--- config.mk ---
export PLATFORM = sky130hd
export DESIGN_NAME = chan_req_frontend
export DESIGN_NICKNAME = d
export VERILOG_FILES = /design/src/rtl/creq_pkg.sv /design/src/rtl/creq_sync.sv /design/src/rtl/creq_chan.sv /design/src/rtl/chan_req_frontend.sv
export SDC_FILE = /design/constraint.sdc
export NUM_CORES = 1
export LEC_CHECK = 0
export BUFFER_PORTS_ARGS = -buffer_cell sky130_fd_sc_hd__buf_2
export CORE_MARGIN = 2
export CORE_UTILIZATION = 51
export CTS_BUF_LIST = sky130_fd_sc_hd__clkbuf_4 sky130_fd_sc_hd__clkbuf_8
export DETAILED_ROUTE_END_ITERATION = 16
export PLACE_DENSITY_LB_ADDON = 0.3
export SYNTH_ARGS = -nofsm -noshare
export SYNTH_HDL_FRONTEND = slang
export SYNTH_HIERARCHICAL = 1
export SYNTH_SLANG_ARGS = --single-unit
--- constraint.sdc ---
create_clock -name clk -period 1.5 [get_ports clk]
set_input_delay 0.3 -clock clk [delete_from_list [all_inputs] [get_ports clk]]
set_output_delay 0.3 -clock clk [all_outputs]
set_load 0.005 [all_outputs]
--- src/rtl/creq_pkg.sv ---
package creq_pkg;

    // Life cycle of one channel's request slot.
    typedef enum logic [1:0] {
        ST_IDLE = 2'd0,   // no request held, client may strobe
        ST_PEND = 2'd1,   // captured, waiting for the scheduler to take it
        ST_SERV = 2'd2    // taken by the scheduler, waiting for completion
    } creq_state_e;

    // Minimum length of the falling-edge synchronizer chain.
    localparam int unsigned CREQ_MIN_STAGES = 2;

endpackage

--- src/rtl/creq_sync.sv ---
module creq_sync
    import creq_pkg::*;
#(
    parameter int unsigned STAGES = 2
) (
    input  logic clk,
    input  logic rst_n,
    input  logic strobe,
    output logic start
);

    localparam int unsigned LAST = STAGES - 1;
    localparam int unsigned PREV = STAGES - 2;

    logic [STAGES-1:0] stg_d;
    logic [STAGES-1:0] stg_q;

    generate
        if (STAGES < CREQ_MIN_STAGES) begin : g_bad_depth
            initial begin
                $display("creq_sync: STAGES must be at least %0d", CREQ_MIN_STAGES);
            end
        end
    endgenerate

    // Shift the raw strobe in at stage 0; the last two stages form the edge detector.
    always_comb begin
        stg_d = {stg_q[STAGES-2:0], strobe};
    end

    always_ff @(negedge clk or negedge rst_n) begin
        if (!rst_n) begin
            stg_q <= '0;
        end else begin
            stg_q <= stg_d;
        end
    end

    // High for one full clock period, from one falling edge to the next.
    assign start = stg_q[PREV] & ~stg_q[LAST];

    // the start pulse never lasts beyond one falling-edge interval.
    a_r4_single_start : assert property (@(negedge clk) disable iff (!rst_n)
        start |=> !start);

endmodule

--- src/rtl/creq_chan.sv ---
module creq_chan
    import creq_pkg::*;
#(
    parameter int unsigned ADDR_W = 24,
    parameter int unsigned DATA_W = 8
) (
    input  logic              clk,
    input  logic              rst_n,
    input  logic              init_in,
    input  logic              start,
    input  logic              cl_write,
    input  logic [ADDR_W-1:0] cl_addr,
    input  logic [DATA_W-1:0] cl_wdata,
    input  logic              sc_accept,
    input  logic              sc_complete,
    input  logic [DATA_W-1:0] sc_rdata,
    output logic              busy,
    output logic              pending,
    output logic              rq_write,
    output logic [ADDR_W-1:0] rq_addr,
    output logic [DATA_W-1:0] rq_wdata,
    output logic [DATA_W-1:0] rdata,
    output logic              rvalid
);

    typedef struct packed {
        creq_state_e       state;
        logic              rdy;
        logic              wr;
        logic [ADDR_W-1:0] addr;
        logic [DATA_W-1:0] wdata;
        logic [DATA_W-1:0] rdata;
        logic              rvalid;
    } chan_regs_t;

    chan_regs_t r_d;
    chan_regs_t r_q;

    always_comb begin
        r_d        = r_q;
        r_d.rvalid = 1'b0;
        r_d.rdy    = init_in;
        if (!init_in) begin
            // Readiness lost: drop whatever was held.
            r_d.state = ST_IDLE;
        end else begin
            unique case (r_q.state)
                ST_IDLE: begin
                    if (start && r_q.rdy) begin
                        r_d.state = ST_PEND;
                        r_d.wr    = cl_write;
                        r_d.addr  = cl_addr;
                        r_d.wdata = cl_wdata;
                    end
                end
                ST_PEND: begin
                    if (sc_accept) begin
                        r_d.state = ST_SERV;
                    end
                end
                ST_SERV: begin
                    if (sc_complete) begin
                        r_d.state = ST_IDLE;
                        if (!r_q.wr) begin
                            r_d.rdata  = sc_rdata;
                            r_d.rvalid = 1'b1;
                        end
                    end
                end
                default: begin
                    r_d.state = ST_IDLE;
                end
            endcase
        end
    end

    always_ff @(posedge clk or negedge rst_n) begin
        if (!rst_n) begin
            r_q <= '{state: ST_IDLE, rdy: 1'b0, wr: 1'b0, addr: '0,
                     wdata: '0, rdata: '0, rvalid: 1'b0};
        end else begin
            r_q <= r_d;
        end
    end

    assign busy     = (r_q.state != ST_IDLE) || !r_q.rdy;
    assign pending  = (r_q.state == ST_PEND);
    assign rq_write = r_q.wr;
    assign rq_addr  = r_q.addr;
    assign rq_wdata = r_q.wdata;
    assign rdata    = r_q.rdata;
    assign rvalid   = r_q.rvalid;

    // a visible pending request always comes with busy set.
    a_r3_pend_busy : assert property (@(posedge clk) disable iff (!rst_n)
        pending |-> busy);

    // latched fields hold while busy stays high.
    a_r5_fields_hold : assert property (@(posedge clk) disable iff (!rst_n)
        (busy && $past(busy)) |-> ($stable(rq_addr) && $stable(rq_wdata) && $stable(rq_write)));

    // an accepted request leaves pending but keeps the client busy.
    a_r6_accept : assert property (@(posedge clk) disable iff (!rst_n)
        (pending && sc_accept && init_in) |=> (!pending && busy));

    // read-valid only appears with busy low, and never twice in a row.
    a_r8_rvalid_idle : assert property (@(posedge clk) disable iff (!rst_n)
        rvalid |-> (!busy && !pending));
    a_r8_rvalid_pulse : assert property (@(posedge clk) disable iff (!rst_n)
        rvalid |=> !rvalid);

    // no new capture can follow a cycle in which busy was high.
    a_r9_busy_blocks : assert property (@(posedge clk) disable iff (!rst_n)
        busy |=> !$rose(pending));

    // loss of readiness flushes the slot and raises busy.
    a_r10_flush : assert property (@(posedge clk) disable iff (!rst_n)
        !init_in |=> (busy && !pending && !rvalid));

endmodule

--- src/rtl/chan_req_frontend.sv ---
module chan_req_frontend
    import creq_pkg::*;
#(
    parameter int unsigned NUM_CH      = 2,
    parameter int unsigned ADDR_W      = 24,
    parameter int unsigned DATA_W      = 8,
    parameter int unsigned SYNC_STAGES = 2
) (
    input  logic                           clk,
    input  logic                           rst_n,
    input  logic                           init_done,
    input  logic [NUM_CH-1:0]              cl_strobe,
    input  logic [NUM_CH-1:0]              cl_write,
    input  logic [NUM_CH-1:0][ADDR_W-1:0]  cl_addr,
    input  logic [NUM_CH-1:0][DATA_W-1:0]  cl_wdata,
    output logic [NUM_CH-1:0]              cl_busy,
    output logic [NUM_CH-1:0][DATA_W-1:0]  cl_rdata,
    output logic [NUM_CH-1:0]              cl_rvalid,
    input  logic [NUM_CH-1:0]              sc_accept,
    input  logic [NUM_CH-1:0]              sc_complete,
    input  logic [DATA_W-1:0]              sc_rdata,
    output logic [NUM_CH-1:0]              rq_pending,
    output logic [NUM_CH-1:0]              rq_write,
    output logic [NUM_CH-1:0][ADDR_W-1:0]  rq_addr,
    output logic [NUM_CH-1:0][DATA_W-1:0]  rq_wdata
);

    logic [NUM_CH-1:0] start_pulse;

    generate
        for (genvar ch = 0; ch < NUM_CH; ch++) begin : g_chan
            creq_sync #(
                .STAGES (SYNC_STAGES)
            ) i_sync (
                .clk    (clk),
                .rst_n  (rst_n),
                .strobe (cl_strobe[ch]),
                .start  (start_pulse[ch])
            );

            creq_chan #(
                .ADDR_W (ADDR_W),
                .DATA_W (DATA_W)
            ) i_chan (
                .clk         (clk),
                .rst_n       (rst_n),
                .init_in     (init_done),
                .start       (start_pulse[ch]),
                .cl_write    (cl_write[ch]),
                .cl_addr     (cl_addr[ch]),
                .cl_wdata    (cl_wdata[ch]),
                .sc_accept   (sc_accept[ch]),
                .sc_complete (sc_complete[ch]),
                .sc_rdata    (sc_rdata),
                .busy        (cl_busy[ch]),
                .pending     (rq_pending[ch]),
                .rq_write    (rq_write[ch]),
                .rq_addr     (rq_addr[ch]),
                .rq_wdata    (rq_wdata[ch]),
                .rdata       (cl_rdata[ch]),
                .rvalid      (cl_rvalid[ch])
            );
        end
    endgenerate

    // completions on one channel never raise read-valid on another.
    a_r11_rvalid_own : assert property (@(posedge clk) disable iff (!rst_n)
        ((cl_rvalid & ~$past(sc_complete)) == '0));

endmodule

# [Word level (Yosys, flattened, before mapping)]
# Cells that the tools add are included.
[totals] regBits=93 out_inout_bits=88 word_cells=64
[classes] eq_ne=10 n_mux=18 bitwise_logic=6 n_reduce_logical=15
[ops] operator="2-to-1 mux 2 bit" n=8
[ops] operator="!= test 3 bit, second input constant" n=4
[ops] operator="one-hot mux 2 bit (3 select lines)" n=2
[ops] operator="AND reduction 3 bit" n=4
[ops] operator="2-to-1 mux 1 bit" n=8
[ops] operator="AND reduction 4 bit" n=2
[ops] operator="!= test 3 x 2 -> 1 bit, second input constant" n=2
[ops] operator="equality test 2 x 1 -> 1 bit, second input constant" n=2
[ops] operator="equality test 2 bit, second input constant" n=2
[ops] operator="zero test 2 bit" n=2
[ops] operator="NOT 1 bit" n=4
[ops] operator="nonzero test 2 bit" n=2
[ops] operator="AND 1 bit" n=2
[ops] operator="logical AND 1 bit" n=2
[ops] operator="logical OR 1 bit" n=2
[ops] operator="zero test 1 bit" n=1

# [Longest topological paths before layout]
# Gate-level depths: netlist of the first run.
[logic_depth] word_depth=6 depth_mapped=4

# [Cells and area by module]
# Netlist of the first run, hierarchy kept.
[by_module_without_submodules] module="creq_chan" n_inst=2 cells_per_inst=142 area_per_inst_um2=2137.0 seq_area_each_um2=1126.1
[by_module_without_submodules] module="creq_sync" n_inst=2 cells_per_inst=3 area_per_inst_um2=63.8 seq_area_each_um2=50.0

==> results of run 1 <==
[state kept, by name (all words and copies together) (netlist names)]
register,flops
g_chan.i_chan/rq_write,2
g_chan.i_chan/rq_addr,48
g_chan.i_chan/r_q,6
g_chan.i_chan/rvalid,2
g_chan.i_chan/rq_wdata,16
g_chan.i_sync/stg_q,4
g_chan.i_chan/rdata,16
[routing by layer]
layer  wire (um)  vias up  track usage
li1            -     1115            -
met1        3320     1241        0.222
met2        3960      112        0.290
met3         627        7       0.0542
met4          63        0       0.0520
met5           0        -            0
[power groups by stage]
stage | clock [mW] | sequential (mW) | combinational, mW
CTS | 2.04 | 3.33 | 1.57
global route | 2.13 | 3.39 | 1.68
detailed placement | 0 | 3.37 | 1.55
finish | 1.97 | 3.32 | 1.55
floorplan | 0 | 3.29 | 1.48
global placement | 0 | 3.34 | 1.52
[timing repair]
item	CTS	global route
endpoints found under the hold margin	30	0
buffers inserted	4	1
gates cloned	0	0
setup endpoints to repair	70	72
hold buffers	1	0
pin swaps	0	1
gates resized for setup	8	8
[cell type report]
cell class,instances,area (um^2)
Tap cell,105,131
Multi-Input combinational cell,108,1410
Inverter,2,7.51
Sequential cell,94,2350
Clock buffer,12,146
Clock inverter,4,95.1
Timing Repair Buffer,186,1040
Fill cell,665,3120
[cells by family (layout without fill, tap and decap cells)]
group                  after synthesis  after routing  share of synthesized area
flip-flops                          94             94                      0.534
AND/OR/NAND/NOR                     22             22                     0.0426
multiplexers                        84             84                      0.266
AO/OA/AOI/OAI                        2              2                    0.00341
buffers and inverters               88            204                      0.153
[path summary, 6_finish.rpt]
path / from / endpoint / slack [ns] / depth (start not counted)
setup / recovery: g_chan[1].i_sync/stg_q[0]$_DFF_NN0_ / g_chan[1].i_chan/rq_addr[13]$_DFFE_PN0P_ / -0.57 / 4
hold / removal: cl_addr[39] / g_chan[1].i_chan/rq_addr[15]$_DFFE_PN0P_ / 0.18 / 2
setup reg to reg: g_chan[1].i_sync/stg_q[0]$_DFF_NN0_ / g_chan[1].i_chan/rq_addr[13]$_DFFE_PN0P_ / -0.57 / 4
hold reg to reg: g_chan[1].i_sync/stg_q[0]$_DFF_NN0_ / g_chan[1].i_sync/stg_q[1]$_DFF_NN0_ / 0.32 / 0
max in group asynchronous: rst_n / g_chan[0].i_chan/rq_wdata[5]$_DFFE_PN0P_ / 0.31 / 3
min in group asynchronous: rst_n / g_chan[1].i_chan/rq_addr[20]$_DFFE_PN0P_ / 0.56 / 3
[per-stage QoR]
| step | instance area [um^2] | worst slack, ns |
|---|---|---|
| floorplan | 4410 | -0.534 |
| global placement | 4830 | -0.564 |
| detailed placement | 4830 | -0.614 |
| CTS | 5140 | -0.576 |
| global route | 5180 | -0.621 |
| finish | 5180 | -0.575 |
[placed cells by master (no fill, tap or decap)]
master | netlist | layout
buf_2 | 0 | 167
dfrtp_1 | 90 | 88
mux2_4 | 60 | 62
mux2_2 | 24 | 22
clkbuf_8 | 0 | 9
buf_6 | 6 | 8
buf_4 | 80 | 8
dfrtn_1 | 4 | 4
clkbuf_4 | 0 | 3
bufinv_16 | 0 | 3
nand2_1 | 4 | 3
and2b_2 | 2 | 2
nor2_4 | 0 | 2
and4bb_2 | 2 | 2
inv_1 | 2 | 2
nand4_4 | 2 | 2
nor2_1 | 2 | 2
a22oi_1 | 2 | 2
nor2b_1 | 2 | 2
nand2_2 | 2 | 2
nor3b_2 | 0 | 2
buf_12 | 0 | 2
dfrtp_2 | 0 | 2
nor2b_4 | 2 | 2
clkinv_2 | 0 | 1
nand2_4 | 0 | 1
dlygate4sd3_1 | 0 | 1
==> impl_results.md, run 1 <==
* Status: finished, violations left
* Failing checks: setup timing
* Cell family with most CP delay: flip-flops
* Req. time, crit path at between 1.5 and 2 ns
* CTS max path bufs at 2
* Largest area contributor in the netlist: dfrtp_1
* Unrepaired setup endpoints after global routing: yes
* Clk pwr share at 0.288
* Sw Share at 0.234
* Synth Flop Type: dfrtp_1
* Final wirelength at around 8.0 mm
* FP Rows at 33
* Dpl hpwl at a little under 6 mm
* CP endpoint kind: flop
* Core Util, Final at 0.624
* Syn Inst Count at 290
* Hold Slack at approximately 0.18 ns
* First-pass GRT wire length at between 10 and 15 mm
* Distinct cells, synth at 18
* CP peak stage delay at 0.41 ns
* Initial DRC count at 66
* Net Switching at ~1.6 mW
* Vias per std cell at around 4.8
* Synth top area share at 0.512
* GP Congestion at roughly 0.8
* Vias in the first global route at between 2,000 and 3,000
* GR Util All Layers at 0.175
* Relative slew slack at 0.560
* Peak supply drop at around 0.64 mV
* Syn_area_per_cell at roughly 15 um^2
* Pint at ~5.2 mW
* Critical path data arrival time at between 2 and 2.5 ns
* Synthesized flop and latch total at 94
* Setup slack after layout at -0.575 ns
* Post-Syn Nets at approximately 370
* Die height at roughly 97 um
* Logic pwr share at 0.227
* WP buf/inv at 1
* Top Ports at around 170
* Drt drc at 0
* Mapped cell area at between 4000 and 5000 um^2
* Drt wl/cell at between 15 and 20 um
* Hold Fails Final Rpt at 0
* Slew Viols, Final at 0
* Top-count cell post-synth: dfrtp_1
* Skew-Pair Late Insertion Delay at ~0.34 ns
* Clock Skews at 0.0199 ns
* CTS tree: yes
* Seq/Total Area, Yosys at 0.534
* Clock-pin slew on the worst setup and hold paths at 0.08 ns
* DRT Pass-1 Iters at 4
* Area contributors post-synth: dfrtp_1 51%, mux2_4 20%, buf_4 14%, mux2_2 6.1%, dfrtn_1 2.3%
* Synth cell count leaders: 90 x dfrtp_1, 80 x buf_4, 60 x mux2_4
* Cell Pwr Density at between 1000 and 1500 nW/um^2
* Worst hold path type: in -> reg
* Via count at about 2,500
* Layout cells sized above 1 at 0.744
* Port-buffer cells at 170
* Post-DRT Antenna Nets at 0
* Clock tree sinks at 94
* Final setup vio count at 70
* Post-layout power at around 6.8 mW
* Total of max-cap violations at 0
* Initial antenna violation count at 0
* Critical Path Fanout Max at 23
* Fin cells at 511
* Slew of the pin with the lowest slew margin at roughly 0.66 ns
* Crit Path Category: reg -> reg
* CORE AREA at 8300 um^2
* Crit path cell chain: nor2b_4 -> nand4_4 -> buf_12 -> mux2_4
* Lkg Pwr at 2.91 nW
* Die X at roughly 97 um
* Fin nets at 484
* Seq pwr share at 0.486
* Synth async-reset ratio at 1.00
* Slowest-stage cell, CP: dfrtn_1
* Yosys Warn Count at 6
* Cell total after placement at 489
* TritonCTS Buffers at 9
* Diode count at 0
* TNS Setup at -37.33 ns
* Die area at 9390 um^2
* Initial Util at 0.530
* CP startpoint kind: flop
* Area growth syn-to-layout at 17.7%
* # H-tree levels at 3
* Post-synth EDFFs at 0
* Largest net degree at the start of global routing at 55
* Root Buffer: clkbuf_8
* GR Overflow Total at 0
Power figures use the tool's default switching activity.
==> inputs of run 2 (changes only) <==
- CELL_PAD_IN_SITES_DETAIL_PLACEMENT: unset -> 0
- CELL_PAD_IN_SITES_GLOBAL_PLACEMENT: unset -> 1
- CORE_UTILIZATION: 51 -> 40
==> run 2 against run 1 <==
  * The run still ends with setup timing left
  * First-iteration DRC count rose by 24%
  * Utilization down 14 points
  * Largest cell class unchanged
  * Worst hold slack worse by 0.016 ns
  * Clock-buffer cell count up 1
==> impl_results.md, run 2 (synthesized netlist as in run 1, its figures left out) <==
* Port-buffer cells at 170
* Reg2Reg Setup Slack at -0.59 ns
* # H-tree levels at 3
* Hold depth at 1
* Largest net degree at the start of global routing at 31
* Worst Reg-to-Reg Cells at 4
* Initial DRC count at 82
* CTS max path bufs at 2
* CP startpoint kind: flop
* Die area at 11,900 um^2
* Post-DRT Antenna Nets at 0
* Root Buffer: clkbuf_8
* Area growth syn-to-layout at 17.6%
* Cell Pwr Density at about 1300 nW/um^2
* Hold_sp: init_done
* Failing checks: setup timing
* Final setup vio count at 70
* Via count at ~2,400
* GP Congestion at ~0.70
* Die X at between 100 and 150 um
* Critical Path Fanout Max at 23
* Hold Fails Final Rpt at 0
* TritonCTS Buffers at 9
* Crit path cell chain: nor2b_4 -> nand4_4 -> buf_12 -> mux2_4
* WP buf/inv at 1
* CORE AREA at about 11,000 um^2
* CP endpoint kind: flop
* DRT Pass-1 Iters at 4
* Slew of the pin with the lowest slew margin at 0.386 ns
* GR Overflow Total at 0
* Vias in the first global route at between 2,000 and 3,000
* Initial antenna violation count at 0
* Max reg flops at between 40 and 50
* Unrepaired setup endpoints after global routing: yes
* Design area at between 5000 and 6000 um^2
* First-pass GRT wire length at around 13 mm
* Status: finished, violations left
* FP Rows at 38
* Req. time, crit path at ~1.7 ns
* Post-DP Area at just under 5000 um^2
* Worst hold path type: in -> reg
* Cell total after placement at 525
* Setup slack after layout at -0.592 ns
* Skew-Pair Late Insertion Delay at between 0.3 and 0.4 ns
* Clock tree sinks at 94
* TNS Setup at -37.73 ns
* Commonest non-fill, non-tap cells in the layout: 168 x buf_2, 88 x dfrtp_1, 60 x mux2_4, 24 x mux2_2, 11 x clkbuf_8
* Slowest-stage cell, CP: dfrtn_1
* CTS tree: yes
* Post-layout power at 6.61 mW
* Lkg Pwr at around 2.9 nW
* GR Util All Layers at 0.140
* Fin nets at 484
* Diode count at 0
* Clock-pin slew on the worst setup and hold paths at ~0.09 ns
* Final wirelength at slightly above 8 mm
* Critical path data arrival time at around 2.3 ns
* R2r endpoint: g_chan[1].i_chan/rq_addr[7]$_DFFE_PN0P_
* Clock Skews at 0.0242 ns
* Drt drc at 0
* Initial Util at 0.408
* Fin cells at about 550
* Most common cell after layout, fill and taps aside: buf_2
* Relative slew slack at 0.743
* Vias per std cell at 4.42
* Top Ports at approximately 170
* Dpl hpwl at between 6 and 7 mm
* Layout cells sized above 1 at 0.741
* Total of max-cap violations at 0
* Hold worst-path end: g_chan[1].i_chan/r_q[42]$_DFF_PN0_
* Slew Viols, Final at 0
* CP peak stage delay at 0.41 ns
* Die height at 109 um
* Worst reg2reg path startpoint: g_chan[1].i_sync/stg_q[0]$_DFF_NN0_
* Cell family with most CP delay: flip-flops
* Crit Path Category: reg -> reg
* Peak supply drop at approximately 0.53 mV
* Drt wl/cell at roughly 15 um
==> run 2: layout make-up <==
type	instances	area (um^2)
clock buffers	13	166
clock inverters	3	42.5
well taps	140	175
repair buffers	186	1030
flip-flops and latches	94	2350
multi-input cells	108	1400
inverters	2	7.51
fillers	1013	5620
==> run 2: worst register-to-register path, stage by stage (launching register included) <==
cell     delay [ns]
dfrtn_1        0.41
nor2b_4        0.17
nand4_4        0.12
buf_12         0.20
mux2_4         0.34
==> run 2: metal layers <==
layer / GRT usage / wire, um / share of wire / vias to the layer above
met1: 0.172 / 3450 / 0.42 / 1195
li1: - / - / - / 1113
met3: 0.0436 / 647 / 0.079 / 10
met5: 0 / 0 / 0 / -
met2: 0.225 / 3920 / 0.48 / 93
met4: 0.0659 / 136 / 0.017 / 0
==> run 2: worst max-delay path by stage <==
| stage | start | endpoint | slack [ns] | cells after the start |
|---|---|---|---|---|
| CTS | g_chan[0].i_sync/stg_q[0]$_DFF_NN0_ | g_chan[0].i_chan/rq_addr[7]$_DFFE_PN0P_ | -0.60 | 4 |
| floorplan | g_chan[0].i_sync/stg_q[0]$_DFF_NN0_ | g_chan[0].i_chan/rq_addr[0]$_DFFE_PN0P_ | -0.53 | 4 |
| detailed placement | g_chan[0].i_sync/stg_q[0]$_DFF_NN0_ | g_chan[0].i_chan/rq_addr[13]$_DFFE_PN0P_ | -0.61 | 4 |
| global route | g_chan[1].i_sync/stg_q[0]$_DFF_NN0_ | g_chan[1].i_chan/rq_addr[14]$_DFFE_PN0P_ | -0.63 | 4 |
| finish | g_chan[1].i_sync/stg_q[0]$_DFF_NN0_ | g_chan[1].i_chan/rq_addr[7]$_DFFE_PN0P_ | -0.59 | 4 |
| global placement | g_chan[0].i_sync/stg_q[0]$_DFF_NN0_ | g_chan[0].i_chan/rq_addr[7]$_DFFE_PN0P_ | -0.55 | 4 |
==> run 2: power breakdown <==
group / switching, mW / total (mW) / leakage [nW] / internal, mW
Clock: 0.846 / 1.74 / 0.106 / 0.898
Combinational: 0.511 / 1.55 / 1.62 / 1.04
Sequential: 0.277 / 3.32 / 1.16 / 3.04
Total: 1.63 / 6.61 / 2.88 / 4.97
==> run 2: repair_timing <==
action                                  4_1_cts  5_1_grt
endpoints found under the hold margin        60        0
pin swaps                                     0        0
hold buffers                                  1        0
endpoints found under the setup margin       72       72
resized for setup                             6        3
setup buffers                                 2        2
==> run 2: stage by stage <==
stage                     utilization  hold WS, ns  setup slack (ns)
final                           0.480        0.163            -0.592
after global routing            0.480        0.144            -0.626
after CTS                       0.478        0.140            -0.596
after detailed placement        0.453        0.330            -0.614
after global placement          0.453        0.316            -0.552
after floorplan                     -      0.00441            -0.534
==> inputs of run 3 (changes only) <==
- GPL_TIMING_DRIVEN: unset -> 0
==> run 3 against run 2 <==
  * The run ends with hold timing, setup timing left
  * Wire length increased by 5.1%
  * Non-clock buffer count increased by 84
  * Sequential cell count did not move
  * Clock skew rose by 0.00082 ns
  * Combinational power is 43% higher
  * Clock power fell by 4%
  * Utilization increased by 6.3 points
  * Critical endpoint is now g_chan[1].i_chan/rq_wdata[2]$_DFFE_PN0P_
  * Highest routed layer unchanged
==> impl_results.md, run 3 (synthesized netlist as in run 1, its figures left out) <==
* Status: finished, violations left
* Failing checks: hold timing, setup timing
* Die height at roughly 110 um
* Die X at approximately 110 um
* Hold Slack at -0.0621 ns
* Via count at roughly 2,700
* Net Switching at 1.71 mW
* Worst Reg-to-Reg Cells at 5
* GR Util All Layers at 0.145
* Initial DRC count at 35
* Setup slack after layout at -0.647 ns
* Die area at between 10,000 and 15,000 um^2
* GP Congestion at 0.707
* Pint at approximately 5.5 mW
* Critical path data arrival time at ~2.4 ns
* Post-DP Area at 5470 um^2
* Max reg flops at between 40 and 50
* Most common cell after layout, fill and taps aside: buf_2
* Diode count at 0
* Final wirelength at around 8.6 mm
* Initial antenna violation count at 0
* Critical Path Fanout Max at 10
* Peak supply drop at 0.592 mV
* Drt drc at 0
* CORE AREA at about 11,000 um^2
* Area growth syn-to-layout at 33.1%
* Cell family with most CP delay: flip-flops
* R2r endpoint: g_chan[1].i_chan/rq_wdata[2]$_DFFE_PN0P_
* Slowest-stage cell, CP: dfrtn_1
* Cell Pwr Density at around 1200 nW/um^2
* Port-buffer cells at 170
* CTS tree: yes
* Crit path cell chain: nor2b_4 -> nand4_4 -> buf_12 -> buf_12 -> mux2_4
* Top Ports at 171
* Clock Skews at approximately 0.025 ns
* Hold Fails Final Rpt at between 40 and 50
* Sw Share at 0.238
* Vias per std cell at ~4.3
* FP Rows at 38
* Unrepaired setup endpoints after global routing: yes
* Design area at a little under 6000 um^2
* WP buf/inv at 2
* Relative slew slack at 0.611
* Critical path depth at 5
* Root Buffer: clkbuf_8
* Worst hold path type: in -> async
* CP peak stage delay at 0.42 ns
* Fin nets at between 500 and 600
* Core Util, Final at 0.543
* TNS Setup at -40.34 ns
* Crit path launch: g_chan[1].i_sync/stg_q[0]$_DFF_NN0_
* GR Overflow Total at 0
* First-pass GRT wire length at approximately 13 mm
* Slew of the pin with the lowest slew margin at between 0.5 and 0.6 ns
* # H-tree levels at 3
* CP startpoint kind: flop
* CP most frequent cell: buf_12
* Dpl hpwl at ~6.3 mm
* Clk pwr share at 0.232
* Logic pwr share at 0.307
* Total of max-cap violations at 0
* Final setup vio count at slightly below 70
* CTS max path bufs at 2
* Lkg Pwr at 3.31 nW
* Layout cells sized above 1 at 0.792
* Largest net degree at the start of global routing at 51
* Crit Path Category: reg -> reg
* Post-DRT Antenna Nets at 0
* DRT Pass-1 Iters at 4
* Req. time, crit path at approximately 1.7 ns
* Clock tree sinks at 94
* Vias in the first global route at 2,706
* Initial Util at 0.408
* Clock-pin slew on the worst setup and hold paths at 0.08 ns
* Slew Viols, Final at 0
* Skew-Pair Late Insertion Delay at about 0.36 ns
* TritonCTS Buffers at 9
* Commonest non-fill, non-tap cells in the layout: 167 x buf_2, 91 x buf_4, 86 x dfrtp_1, 60 x mux2_4, 24 x mux2_2
* Seq pwr share at 0.461
* Crit path to: g_chan[1].i_chan/rq_wdata[2]$_DFFE_PN0P_
* Worst reg2reg path startpoint: g_chan[1].i_sync/stg_q[0]$_DFF_NN0_
* Reg2Reg Setup Slack at -0.65 ns
* CP endpoint kind: flop
* Drt wl/cell at between 10 and 15 um
## run 3: changes by cell type in the layout (fill, tap and decap cells not counted)
| cell | previous run | this run |
|---|---|---|
| buf_4 | 10 | 91 |
| dfrtp_2 | 2 | 4 |
| buf_12 | 3 | 4 |
| dfrtp_1 | 88 | 86 |
| clkbuf_8 | 11 | 9 |
| buf_8 | 0 | 2 |
| nand2_2 | 1 | 2 |
| clkinvlp_4 | 1 | 0 |
| dlygate4sd3_1 | 1 | 0 |
| nand2_4 | 1 | 0 |
| clkbuf_4 | 2 | 5 |
| buf_2 | 168 | 167 |
| buf_16 | 0 | 2 |
## run 3: layout make-up
type	count	area [um^2]
repair buffers	184	1030
inverters	2	7.51
well taps	140	175
clock inverters	2	35.0
fillers	963	4930
flip-flops and latches	94	2360
clock buffers	14	161
plain buffers	86	702
multi-input cells	108	1390
## run 3: worst min path at each step
stage / end / depth (start not counted)
after detailed placement: g_chan[0].i_sync/stg_q[1]$_DFF_NN0_ / 0
after global placement: g_chan[1].i_sync/stg_q[1]$_DFF_NN0_ / 0
after CTS: g_chan[1].i_chan/rq_addr[18]$_DFFE_PN0P_ / 1
final: g_chan[1].i_chan/rq_addr[18]$_DFFE_PN0P_ / 1
after floorplan: g_chan[0].i_chan/r_q[42]$_DFF_PN0_ / 0
after global routing: g_chan[1].i_chan/rq_wdata[7]$_DFFE_PN0P_ / 1
## run 3: power by group through the flow
stage	Clock [mW]	Sequential, mW	Combinational, mW
floorplan	0	3.29	1.48
global placement	0	3.34	2.18
detailed placement	0	3.37	2.21
CTS	1.77	3.33	2.25
global route	1.88	3.39	2.41
finish	1.67	3.33	2.22
## run 3: stage by stage
stage          worst slack (ns)  hold slack [ns]  cells  power, mW
3_3_place_gp              -1.47            0.327    600       5.52
3_5_place_dp             -0.680            0.328    601       5.59
4_1_cts                  -0.625          -0.0535    627       7.35
2_1_floorplan            -0.534          0.00441    290       4.77
6_report                 -0.647          -0.0621    630       7.22
5_1_grt                  -0.695          -0.0323    630       7.68
## run 3: per-layer routing
| layer | share of wire | GRT usage |
|---|---|---|
| met4 | 0.017 | 0.0604 |
| met1 | 0.42 | 0.177 |
| met3 | 0.074 | 0.0490 |
| met2 | 0.49 | 0.232 |
| met5 | 0 | 0 |
## run 3: timing repair
action,CTS,global route
hold endpoints to repair,42,42
setup endpoints to repair,72,72
buffers inserted,9,3
pin swaps,2,1
gates cloned,1,0
gates resized for setup,13,5
## run 3: worst reg2reg max path: cells and delay by family (launching register included)
kind	cells	cell delay [ns]
DFF	1	0.42
muxes	1	0.30
buffers and inverters	2	0.31
and+or+nand+nor	2	0.27
